==> src/rtl/dram_dec_pkg.sv <==
package dram_dec_pkg;
  typedef enum logic [2:0] {
    CYC_NONE   = 3'd0,
    CYC_READ   = 3'd1,
    CYC_EWRITE = 3'd2,
    CYC_RMW    = 3'd3,
    CYC_RONLY  = 3'd4,
    CYC_CBR    = 3'd5,
    CYC_TEST   = 3'd6
  } cyc_e;

  typedef enum logic [2:0] {
    ST_IDLE, ST_CBR, ST_ROW, ST_READ, ST_EWR, ST_RMW
  } st_e;
endpackage

==> src/rtl/dram_strobe_edges.sv <==
module dram_strobe_edges #(
  parameter int N = 3
) (
  input  logic         clk,
  input  logic         rst_n,
  input  logic [N-1:0] lvl_n,
  output logic [N-1:0] fall,
  output logic [N-1:0] rise
);
  logic [N-1:0] prev_q;

  always_ff @(posedge clk or negedge rst_n) begin
    if (!rst_n) prev_q <= '1;
    else        prev_q <= lvl_n;
  end

  for (genvar i = 0; i < N; i++) begin : g_edge
    assign fall[i] =  prev_q[i] & ~lvl_n[i];
    assign rise[i] = ~prev_q[i] &  lvl_n[i];
  end
endmodule

==> src/rtl/dram_cell_array.sv <==
module dram_cell_array #(
  parameter int DW    = 4,
  parameter int ROW_B = 2,
  parameter int COL_B = 2
) (
  input  logic             clk,
  input  logic             rst_n,
  input  logic             wr,
  input  logic             cap,
  input  logic             test,
  input  logic [ROW_B-1:0] row_idx,
  input  logic [COL_B-1:0] col_idx,
  input  logic [DW-1:0]    din,
  output logic [DW-1:0]    rd_q
);
  localparam int IW    = ROW_B + COL_B;
  localparam int DEPTH = 1 << IW;
  localparam logic [IW-1:0] BIT0 = IW'(1);

  logic [DW-1:0] mem [DEPTH];
  logic [IW-1:0] idx, idx_lo, idx_hi;

  // test-mode compare: zero when the pair agrees
  function automatic logic [DW-1:0] fold_cmp(input logic [DW-1:0] a, input logic [DW-1:0] b);
    return (a == b) ? '0 : '1;
  endfunction

  assign idx    = {row_idx, col_idx};
  assign idx_lo = idx & ~BIT0;
  assign idx_hi = idx |  BIT0;

  always_ff @(posedge clk or negedge rst_n) begin
    if (!rst_n) begin
      rd_q <= '0;
      for (int i = 0; i < DEPTH; i++) mem[i] <= '0;
    end else begin
      if (wr)  mem[idx] <= din;
      if (cap) rd_q <= test ? fold_cmp(mem[idx_lo], mem[idx_hi]) : mem[idx];
    end
  end
endmodule

==> src/rtl/dram_cycle_ctrl.sv <==
module dram_cycle_ctrl
  import dram_dec_pkg::*;
#(
  parameter int AW      = 10,
  parameter int ROW_B   = 2,
  parameter int COL_B   = 2,
  parameter int CWD_MIN = 4
) (
  input  logic             clk,
  input  logic             rst_n,
  input  logic             cas_n,
  input  logic             we_n,
  input  logic             oe_n,
  input  logic             ras_fall,
  input  logic             ras_rise,
  input  logic             cas_fall,
  input  logic             cas_rise,
  input  logic             we_fall,
  input  logic             we_rise,
  input  logic [AW-1:0]    addr,
  output logic [ROW_B-1:0] row_idx,
  output logic [COL_B-1:0] col_idx,
  output logic             mem_wr,
  output logic             rd_cap,
  output logic             test_mode,
  output logic             dout_en,
  output logic             cyc_valid,
  output logic [2:0]       cyc_type,
  output logic [AW-1:0]    cyc_row,
  output logic             proto_err
);
  localparam int CW = $clog2(CWD_MIN + 1);
  localparam logic [CW-1:0] CWD_LIM = CW'(CWD_MIN);

  st_e             st_q, st_d;
  cyc_e            cls_q;
  logic [AW-1:0]   ref_cnt, hold_q;
  logic [ROW_B-1:0] row_q;
  logic [COL_B-1:0] col_q;
  logic [CW-1:0]   cwd_q;

  // named internal events
  logic cbr_start, row_start, acc_rd, acc_ewr, acc_rmw, ewr_we_rise, cyc_end, wr_bad;

  function automatic logic [AW-1:0] ref_next(input logic [AW-1:0] c);
    return c + 1'b1;
  endfunction

  function automatic logic wr_too_early(input logic [CW-1:0] cnt);
    return cnt < CWD_LIM;
  endfunction

  assign cbr_start   = (st_q == ST_IDLE) & ras_fall & ~cas_n;
  assign row_start   = (st_q == ST_IDLE) & ras_fall &  cas_n;
  assign acc_rd      = (st_q == ST_ROW)  & ~ras_rise & cas_fall &  we_n;
  assign acc_ewr     = (st_q == ST_ROW)  & ~ras_rise & cas_fall & ~we_n;
  assign acc_rmw     = (st_q == ST_READ) & ~ras_rise & ~cas_rise & we_fall;
  assign ewr_we_rise = (st_q == ST_EWR)  & ~ras_rise & ~cas_rise & we_rise;
  assign cyc_end     = (st_q != ST_IDLE) & ras_rise;
  assign wr_bad      = acc_rmw & (wr_too_early(cwd_q) | ~oe_n);

  assign mem_wr  = acc_ewr | acc_rmw;
  assign rd_cap  = acc_rd;
  assign row_idx = row_q;
  assign col_idx = (acc_rd | acc_ewr) ? addr[COL_B-1:0] : col_q;

  always_comb begin
    st_d = st_q;
    unique case (st_q)
      ST_IDLE: if (cbr_start) st_d = ST_CBR;
               else if (row_start) st_d = ST_ROW;
      ST_CBR:  if (ras_rise) st_d = ST_IDLE;
      ST_ROW:  if (ras_rise) st_d = ST_IDLE;
               else if (cas_fall) st_d = we_n ? ST_READ : ST_EWR;
      ST_READ: if (ras_rise) st_d = ST_IDLE;
               else if (cas_rise) st_d = ST_ROW;
               else if (we_fall) st_d = ST_RMW;
      default: if (ras_rise) st_d = ST_IDLE;
               else if (cas_rise) st_d = ST_ROW;
    endcase
  end

  always_ff @(posedge clk or negedge rst_n) begin
    if (!rst_n) begin
      st_q      <= ST_IDLE;
      cls_q     <= CYC_NONE;
      ref_cnt   <= '0;
      hold_q    <= '0;
      row_q     <= '0;
      col_q     <= '0;
      cwd_q     <= '0;
      test_mode <= 1'b0;
      dout_en   <= 1'b0;
      cyc_valid <= 1'b0;
      cyc_type  <= 3'd0;
      cyc_row   <= '0;
      proto_err <= 1'b0;
    end else begin
      st_q      <= st_d;
      dout_en   <= ((st_d == ST_READ) | (st_d == ST_RMW)) & ~oe_n & ~cas_n;
      proto_err <= wr_bad | ewr_we_rise;
      cyc_valid <= cyc_end;
      if (cbr_start) begin
        cls_q     <= we_n ? CYC_CBR : CYC_TEST;
        hold_q    <= ref_cnt;
        ref_cnt   <= ref_next(ref_cnt);
        test_mode <= ~we_n;
      end
      if (row_start) begin
        cls_q  <= CYC_RONLY;
        hold_q <= addr;
        row_q  <= addr[ROW_B-1:0];
      end
      if (acc_rd | acc_ewr) begin
        cls_q <= acc_rd ? CYC_READ : CYC_EWRITE;
        col_q <= addr[COL_B-1:0];
        cwd_q <= CW'(1);
      end else if ((st_q == ST_READ) && wr_too_early(cwd_q)) begin
        cwd_q <= cwd_q + 1'b1;
      end
      if (acc_rmw) cls_q <= CYC_RMW;
      if (cyc_end) begin
        cyc_type <= cls_q;
        cyc_row  <= hold_q;
        if (cls_q == CYC_RONLY) test_mode <= 1'b0;
      end
    end
  end


  cbr_row_chk: assert property (@(posedge clk) disable iff (!rst_n)
    cyc_valid && (cyc_type == CYC_CBR || cyc_type == CYC_TEST) |-> (cyc_row + 1'b1) == ref_cnt);

  test_entry_chk: assert property (@(posedge clk) disable iff (!rst_n)
    cyc_valid && cyc_type == CYC_TEST |-> test_mode);

  test_exit_chk: assert property (@(posedge clk) disable iff (!rst_n)
    cyc_valid && (cyc_type == CYC_RONLY || cyc_type == CYC_CBR) |-> !test_mode);

  ewr_hiz_chk: assert property (@(posedge clk) disable iff (!rst_n)
    (st_q == ST_EWR) |-> !dout_en);

  err_pulse_chk: assert property (@(posedge clk) disable iff (!rst_n)
    proto_err |=> !proto_err);
endmodule

==> src/rtl/dram_strobe_decoder.sv <==
module dram_strobe_decoder #(
  parameter int AW      = 10,
  parameter int DW      = 4,
  parameter int ROW_B   = 2,
  parameter int COL_B   = 2,
  parameter int CWD_MIN = 4
) (
  input  logic          clk,
  input  logic          rst_n,
  input  logic          ras_n,
  input  logic          cas_n,
  input  logic          we_n,
  input  logic          oe_n,
  input  logic [AW-1:0] addr,
  input  logic [DW-1:0] din,
  output logic [DW-1:0] dout,
  output logic          dout_en,
  output logic          cyc_valid,
  output logic [2:0]    cyc_type,
  output logic [AW-1:0] cyc_row,
  output logic          test_mode,
  output logic          proto_err
);
  logic [2:0]       fall, rise;
  logic [ROW_B-1:0] row_idx;
  logic [COL_B-1:0] col_idx;
  logic             mem_wr, rd_cap;

  dram_strobe_edges #(.N(3)) u_edges (
    .clk(clk), .rst_n(rst_n), .lvl_n({we_n, cas_n, ras_n}), .fall(fall), .rise(rise)
  );

  dram_cycle_ctrl #(.AW(AW), .ROW_B(ROW_B), .COL_B(COL_B), .CWD_MIN(CWD_MIN)) u_ctrl (
    .clk(clk), .rst_n(rst_n), .cas_n(cas_n), .we_n(we_n), .oe_n(oe_n),
    .ras_fall(fall[0]), .ras_rise(rise[0]), .cas_fall(fall[1]), .cas_rise(rise[1]),
    .we_fall(fall[2]), .we_rise(rise[2]), .addr(addr),
    .row_idx(row_idx), .col_idx(col_idx), .mem_wr(mem_wr), .rd_cap(rd_cap),
    .test_mode(test_mode), .dout_en(dout_en), .cyc_valid(cyc_valid),
    .cyc_type(cyc_type), .cyc_row(cyc_row), .proto_err(proto_err)
  );

  dram_cell_array #(.DW(DW), .ROW_B(ROW_B), .COL_B(COL_B)) u_array (
    .clk(clk), .rst_n(rst_n), .wr(mem_wr), .cap(rd_cap), .test(test_mode),
    .row_idx(row_idx), .col_idx(col_idx), .din(din), .rd_q(dout)
  );


  drive_in_row_chk: assert property (@(posedge clk) disable iff (!rst_n)
    dout_en |-> !$past(ras_n));
endmodule

==> config.mk <==
export PLATFORM = sky130hd
export DESIGN_NAME = dram_strobe_decoder
export DESIGN_NICKNAME = d
export VERILOG_FILES = /design/src/rtl/dram_dec_pkg.sv /design/src/rtl/dram_strobe_edges.sv /design/src/rtl/dram_cell_array.sv /design/src/rtl/dram_cycle_ctrl.sv /design/src/rtl/dram_strobe_decoder.sv
export SDC_FILE = /design/constraint.sdc
export NUM_CORES = 1
export LEC_CHECK = 0
export BUFFER_PORTS_ARGS = -buffer_cell sky130_fd_sc_hd__buf_2
export CORE_AREA = 2 2 99 101
export CTS_BUF_LIST = sky130_fd_sc_hd__clkbuf_8
export DETAILED_ROUTE_END_ITERATION = 6
export DIE_AREA = 0 0 101 103
export PLACE_DENSITY = 0.86
export REMOVE_ABC_BUFFERS = 1
export SETUP_SLACK_MARGIN = 0.05
export SLEW_MARGIN = 20
export SYNTH_ARGS = -nofsm -noshare
export SYNTH_HDL_FRONTEND = slang
export SYNTH_SLANG_ARGS = --single-unit
export TNS_END_PERCENT = 20
==> constraint.sdc <==
create_clock -name clk -period 6.9 [get_ports clk]
set_input_delay 0.345 -clock clk [delete_from_list [all_inputs] [get_ports clk]]
set_output_delay 0.345 -clock clk [all_outputs]
set_load 0.05 [all_outputs]
After elaboration in Yosys (flattened, before gate mapping) --
Cells that the tools add are included.
Word-level totals: memories kept 0, latch bits 0, word-level logic and storage cells 133, input bits 20, bits in writable memories 0, register bits after elaboration 121, bits in read-only memories 0, output and inout port bits 21
Cells by class: add/sub/neg operators 2, reductions and logical operators 7, equal/unequal tests 8, divide/modulo/power cells 0, bitwise logic cells 40, muxes and demuxes 40, multiply operators 0, shift operators 0, order comparisons 5
Operators by type and width (number):
- $bwmux W64 | 1
- $mux W3 | 17
- $bmux W4 S4 | 3
- $mux W4 | 9
- $and A1 B1 Y1 | 23
- $mux W10 | 2
- $demux W4 S4 | 1
- $ge A5 B5 Y1 const B | 3
- $not A4 Y5 | 3
- $pmux W3 S4 | 1
- $add A10 B1 Y10 const B | 1
- $eq A3 B2 Y1 const B | 3
- $eq A3 B3 Y1 const B | 3
- $not A1 Y1 | 9
- $mux W2 | 3
- $lt A5 B1 Y1 const B | 1
- $or A1 B1 Y1 | 5
- $eq A4 B4 Y1 | 1
- $reduce_bool A2 Y1 | 2
- $reduce_bool A4 Y1 | 1
- $add A3 B1 Y3 const B | 1
- $eq A3 B1 Y1 const B | 1
- $logic_not A3 Y1 | 1
- $lt A3 B3 Y1 const B | 1
- 3 further kinds | 6

Logic depth before layout (Yosys ltp) --
depth in word-level cells 15, gate-level depth with buffers 12, depth with buffers taken out 9

Modules after synthesis --
Synthesis repeated with hierarchy kept, for this count alone.
Second synthesis, totals: cells, all modules 479, area, all modules 5935.7 um2
Modules (own cells, without submodules):
- dram_cell_array | area an instance 3599.7 um2, cells an instance 254, instances 1, seq. area each 1701.6 um2
- dram_cycle_ctrl | area an instance 2219.6 um2, cells an instance 216, instances 1, seq. area each 1251.2 um2
- dram_strobe_edges | area an instance 116.4 um2, cells an instance 9, instances 1, seq. area each 78.8 um2

Least setup slack after synthesis --
No wires, ideal clock.
path kind register to register, start point reg u_edges.prev_q[0], end point reg u_array.rd_q[1], cell stages (with the launch flop) 11, setup slack 4.059 ns, path buffers 1, data required time 6.756 ns, data arrival time 2.697 ns, library setup time 0.144 ns, period minus slack after synthesis 2.841 ns, cell sequence dfstp_2 -> nand2b_1 -> nand4_4 -> mux2i_4 -> inv_4 -> buf_4 -> mux2i_1 -> mux4_2 -> xor2_1 -> nor4_2 -> a311oi_2
Between the ends: longest elaborated chain between the ends 15, elaborated cells between the ends (all ways) 24, those cells by class eq/ne: 1; mux: 12; bitwise: 11
RTL lines:
- from (decl) | line dram_strobe_edges.sv:10 | logic [N-1:0] prev_q;
- from (signal assigned) | line dram_strobe_edges.sv:14 | else prev_q <= lvl_n;
- $not A1 Y1 (*) | line dram_strobe_edges.sv:19 | assign rise[i] = ~prev_q[i] & lvl_n[i];
- $and A1 B1 Y1 (*) | line dram_strobe_edges.sv:19
- $not A1 Y1 (*) | line dram_cycle_ctrl.sv:55, dram_cycle_ctrl.sv:56
- $and A1 B1 Y1 (*) (2 in series) | line dram_cycle_ctrl.sv:55, dram_cycle_ctrl.sv:56
- $and A1 B1 Y1, on equally long branches | line dram_cycle_ctrl.sv:55, dram_cycle_ctrl.sv:56
- $or A1 B1 Y1 | line dram_cycle_ctrl.sv:65 | assign col_idx = (acc_rd | acc_ewr) ? addr[COL_B-1:0] : col_q;
- $mux W2 | line dram_cycle_ctrl.sv:65
- $not A4 Y5 (implied by the code) | line dram_cell_array.sv:38 | if (cap) rd_q <= test ? fold_cmp(mem[idx_lo], mem[idx_hi]) : mem[idx];
- $bmux W4 S4 | line dram_cell_array.sv:38
- $mux W4 (implied by the code) (2 in series) | line dram_cell_array.sv:38
- $eq A4 B4 Y1 | line dram_cell_array.sv:25 | return (a == b) ? '0 : '1;
- $mux W4 | line dram_cell_array.sv:25
- $mux W4 | line dram_cell_array.sv:38
- to (signal assigned) | line dram_cell_array.sv:38
- to (decl) | line dram_cell_array.sv:14 | output logic [DW-1:0] rd_q
Every way passes the cells marked *; elsewhere a longest branch is shown, timed or not. The select of a mux whose other input is x is not followed. A chain may end at the register's enable or synchronous reset.

Final worst setup path --
start point reg u_edges.prev_q[0], end point reg u_array.mem[62] (netlist bit)
Between the ends: longest elaborated chain between the ends 14, elaborated cells between the ends (all ways) 20, those cells by class order compare: 2; mux: 4; bitwise: 13; reduce/logical: 1
RTL lines:
- $not A1 Y1 (*) | line dram_strobe_edges.sv:19
- $and A1 B1 Y1 (*) | line dram_strobe_edges.sv:19
- $not A1 Y1 (*) | line dram_cycle_ctrl.sv:55, dram_cycle_ctrl.sv:56, dram_cycle_ctrl.sv:57
- $and A1 B1 Y1 (2 in series) | line dram_cycle_ctrl.sv:55, dram_cycle_ctrl.sv:56
- $and A1 B1 Y1, on equally long branches | line dram_cycle_ctrl.sv:55, dram_cycle_ctrl.sv:56
- $or A1 B1 Y1 | line dram_cycle_ctrl.sv:65
- $mux W2 | line dram_cycle_ctrl.sv:65
- $not A4 Y5 (implied by the code) | line dram_cell_array.sv:37 | if (wr) mem[idx] <= din;
- $ge A5 B5 Y1 (implied by the code) / $lt A5 B1 Y1 (equally long branches) | line dram_cell_array.sv:37
- $logic_and A1 B1 Y1 (implied by the code) | line dram_cell_array.sv:37
- $mux W4 (implied by the code) | line dram_cell_array.sv:37
- $demux W4 S4 | line dram_cell_array.sv:37
- $bwmux W64 | line dram_cell_array.sv:37
- to (signal, indexed assignment) | line dram_cell_array.sv:37
- to (decl) | line dram_cell_array.sv:20 | logic [DW-1:0] mem [DEPTH];
Every way passes the cells marked *; elsewhere a longest branch is shown, timed or not.

==> impl_metrics.env <==
export IMPL_vdd_drop_max_uv=239
export IMPL_crit_slowest_cell="mux2i_2"
export IMPL_cp_start_kind="flop"
export IMPL_cts_tree="built"
export IMPL_track_usage_pct=28.8
export IMPL_drive_gt1_share_pct=30.8
export IMPL_path_delay_family="simple AND/OR/NAND/NOR gates"
export IMPL_worstPathCellList="nand2b_1, and4_1, mux2i_2, clkinv_1, nor4_2, nand2_1, mux2_2"
export IMPL_synth_fa_ha_area_share_pct=0.407
export IMPL_detail_route_antenna_nets=0
export IMPL_cts_resized=0
export IMPL_num_antenna_cells=0
export IMPL_syn2layout_area_growth_pct=10.7
export IMPL_design_die_area_um2=10400
export IMPL_min_period_ns=4.52
export IMPL_cp_arrival_ns=4.84
export IMPL_hold_violations=0
export IMPL_first_pass_iters=5
export IMPL_ys_ff_latch=121
export IMPL_p_total_mw=2.73
export IMPL_yosysSeqAreaShare_pct=49.2
export IMPL_grt_max_degree=74
export IMPL_multiInputGateArea_um2=2970
export IMPL_clk_pin_slew_ns=0.07
export IMPL_cts_max_level=4
export IMPL_wl_per_cell_um=20.0
export IMPL_core_area_um2=9460
export IMPL_grt_pass1_wl_um=22600
export IMPL_synth_xor_area_share_pct=3.13
export IMPL_synth_compound_area_share_pct=7.11
export IMPL_via_per_inst=6.52
export IMPL_place_congestion=0.889
export IMPL_instances_no_fill=696
export IMPL_setup_worst_path_end_class="flop"
export IMPL_grt_pass1_vias=4427
export IMPL_path_depth=7
export IMPL_leakagePower_nw=3.19
export IMPL_fin_setup_tns_ns=0
export IMPL_vias=4538
export IMPL_reg2reg_depth=7
export IMPL_async_flop_share_pct=100
export IMPL_cts_inserted_buffers=17
export IMPL_insertion_delay_ns=0.44
export IMPL_status="completed"
export IMPL_post_place_cells=663
export IMPL_muxShareOfSynthArea_pct=24.2
export IMPL_start_util_pct=65.1
export IMPL_skew_ns=0.00956
export IMPL_startpoint="u_edges.prev_q[0]"
export IMPL_synth_edf_count=0
export IMPL_finalMaxSlewViolations=0
export IMPL_routed_wl_um=13900
export IMPL_hpwl_um=9580
export IMPL_fillCellCount=641
export IMPL_netlist_area_um2=6160
export IMPL_layout_nets=591
export IMPL_seq_area_um2=3030
export IMPL_fin_crit_sh_pct=65.5
export IMPL_required_ns=7.22
export IMPL_drt_iter0_markers=288
export IMPL_ios=41
export IMPL_clk_path_buf_depth=2
export IMPL_port_buffer_count=40
export IMPL_clock_sinks=121
export IMPL_r2r_slack_ns=2.38
export IMPL_crit_end="u_array.mem[62]"
export IMPL_final_setup_viol_count=0
export IMPL_postCtsSetupBuffers=0
export IMPL_yosys_warnings=0
export IMPL_worst_path_buf_inv=1
export IMPL_max_slew_worst_pin_slew_ns=0.955
export IMPL_fp_dieW_um=101
export IMPL_die_h_um=103
export IMPL_rows=36
export IMPL_maxCapViolCount=0
export IMPL_fmax_ghz=0.221
export IMPL_antenna_found_initial=0
export IMPL_overflow=0
export IMPL_rr_startpoint="u_edges.prev_q[0]"
export IMPL_slew_headroom_pct=36.2
export IMPL_syn_instance_count=541
export IMPL_hold_path_class="input pin to flop"
export IMPL_rsz0062_at_grt="no"
export IMPL_drc_errors=0
export IMPL_synth_top_family_by_area="multiplexers"
export IMPL_worstPathMaxFanout=16
export IMPL_yosys_area_share_simple_pct=13.3
export IMPL_critPathKind="flop to flop"
export IMPL_cp_slowest_stage_delay_ns=0.81
export IMPL_r2r_end="u_array.mem[62]"
export IMPL_postSynthAreaPerCell_um2=11.4
export IMPL_ys_types=56
export IMPL_cts_root_buf="clkbuf_8"
export IMPL_synth_flop_cell="dfrtp_1"
export IMPL_p_per_area_nw_per_um2=400
[how the worst min path moves through the flow]
stage | startpoint | end | cells past startpoint
3_5_place_dp | rst_n | u_ctrl.dout_en | 1
4_1_cts | ras_n | u_edges.prev_q[0] | 1
6_report | ras_n | u_edges.prev_q[0] | 1
5_1_grt | ras_n | u_edges.prev_q[0] | 1
3_3_place_gp | rst_n | u_ctrl.proto_err | 1
2_1_floorplan | rst_n | u_array.mem[0] | 0
[cell usage in the layout (no fill, tap or decap), types with 3 or more instances in the layout]
cell	netlist	final
dfrtp_1	118	118
mux2_2	79	79
nand2_1	71	71
buf_2	4	39
mux2i_1	34	34
nand3_1	28	28
o21ai_0	24	24
clkbuf_8	0	21
nor2_1	21	20
a21oi_1	13	13
xnor2_1	13	13
nor3_1	9	9
xor2_1	9	9
mux4_2	9	9
a31oi_1	5	5
nand4_1	5	5
o211ai_1	5	5
nand2b_1	4	4
nor2b_1	4	4
nand3b_1	4	4
nor4_2	4	4
and3_1	3	3
a221oi_1	3	3
a311oi_1	3	3
a211oi_1	3	3
clkinv_2	0	3
bufinv_16	0	3
buf_4	1	3
dfstp_2	3	3
[cell usage after synthesis (3+ instances only)]
cell | instances | share of area [%]
clkbuf_1 | 24 | 1.5
nor4_2 | 4 | 0.81
o211ai_1 | 5 | 0.61
xnor2_1 | 13 | 1.8
nor3_1 | 9 | 0.73
nand3b_1 | 4 | 0.49
a21oi_1 | 13 | 1.1
dfstp_2 | 3 | 1.3
a211oi_1 | 3 | 0.37
buf_2 | 4 | 0.33
mux4_2 | 9 | 3.3
mux2_2 | 79 | 14
nand4_1 | 5 | 0.51
o21ai_0 | 24 | 2.0
nand2_1 | 71 | 4.3
nor2_1 | 21 | 1.3
a221oi_1 | 3 | 0.43
buf_1 | 3 | 0.18
nand2b_1 | 4 | 0.41
mux2i_1 | 34 | 5.5
nor2b_1 | 4 | 0.41
and3_1 | 3 | 0.30
a311oi_1 | 3 | 0.43
dfrtp_1 | 118 | 48
a31oi_1 | 5 | 0.51
xor2_1 | 9 | 1.3
nand3_1 | 28 | 2.3
[final cells by class]
| type | count | area share [%] |
|---|---|---|
| sequential | 121 | 44.5 |
| multi-input combinational | 383 | 43.5 |
| clock buffer | 21 | 4.24 |
| timing repair buffer | 43 | 3.34 |
| clock inverter | 11 | 2.11 |
| tap | 114 | 2.09 |
| inverter | 3 | 0.202 |
[registers in the layout, summed over array words and instances (netlist names), 3 cells and up]
name and flops:
u_edges.prev_q 3, u_ctrl.cyc_type 3, u_ctrl.st_q 3, u_ctrl.hold_q 10, u_array.rd_q 4, u_ctrl.cwd_q 3, u_array.mem 64, u_ctrl.ref_cnt 10
u_ctrl.cyc_row 10, u_ctrl.cls_q 3
[cell families (layout without fill, tap and decap cells)]
kind of cell    count (synthesis)  in the layout
compound gates                 68             68
fa+ha+maj                       2              2
buf+inv                        37             78
simple gates                  165            165
xor+xnor                       22             22
flops                         121            121
mux                           126            126
[report_power, final]
group	total (mW)	switching [mW]	internal, mW
clock network	0.682	0.286	0.396
registers	1.08	0.185	0.899
logic	0.962	0.607	0.355
[per-layer routing]
layer	vias to the layer above	wire length, um	track usage, %
met4	0	536	13.8
met5	-	0	0
met2	237	6820	46.4
met3	58	1100	7.32
met1	2222	5470	36.7
li1	2021	-	-
[metrics by stage]
stage	util, %	setup slack (ns)	instance area, um^2	hold WS, ns
2_1_floorplan	-	3.50	6010	0.0494
3_3_place_gp	67.4	2.67	6370	0.385
3_5_place_dp	67.4	2.57	6370	0.391
4_1_cts	72.0	2.53	6810	0.0139
5_1_grt	72.1	2.13	6820	0.00662
6_report	72.1	2.38	6820	0.0302
[repair_timing]
item                                    4_1_cts  5_1_grt
endpoints found under the setup margin        0        0
endpoints found under the hold margin        47        0
hold buffers                                  1        0
Power figures use the tool's default switching activity.
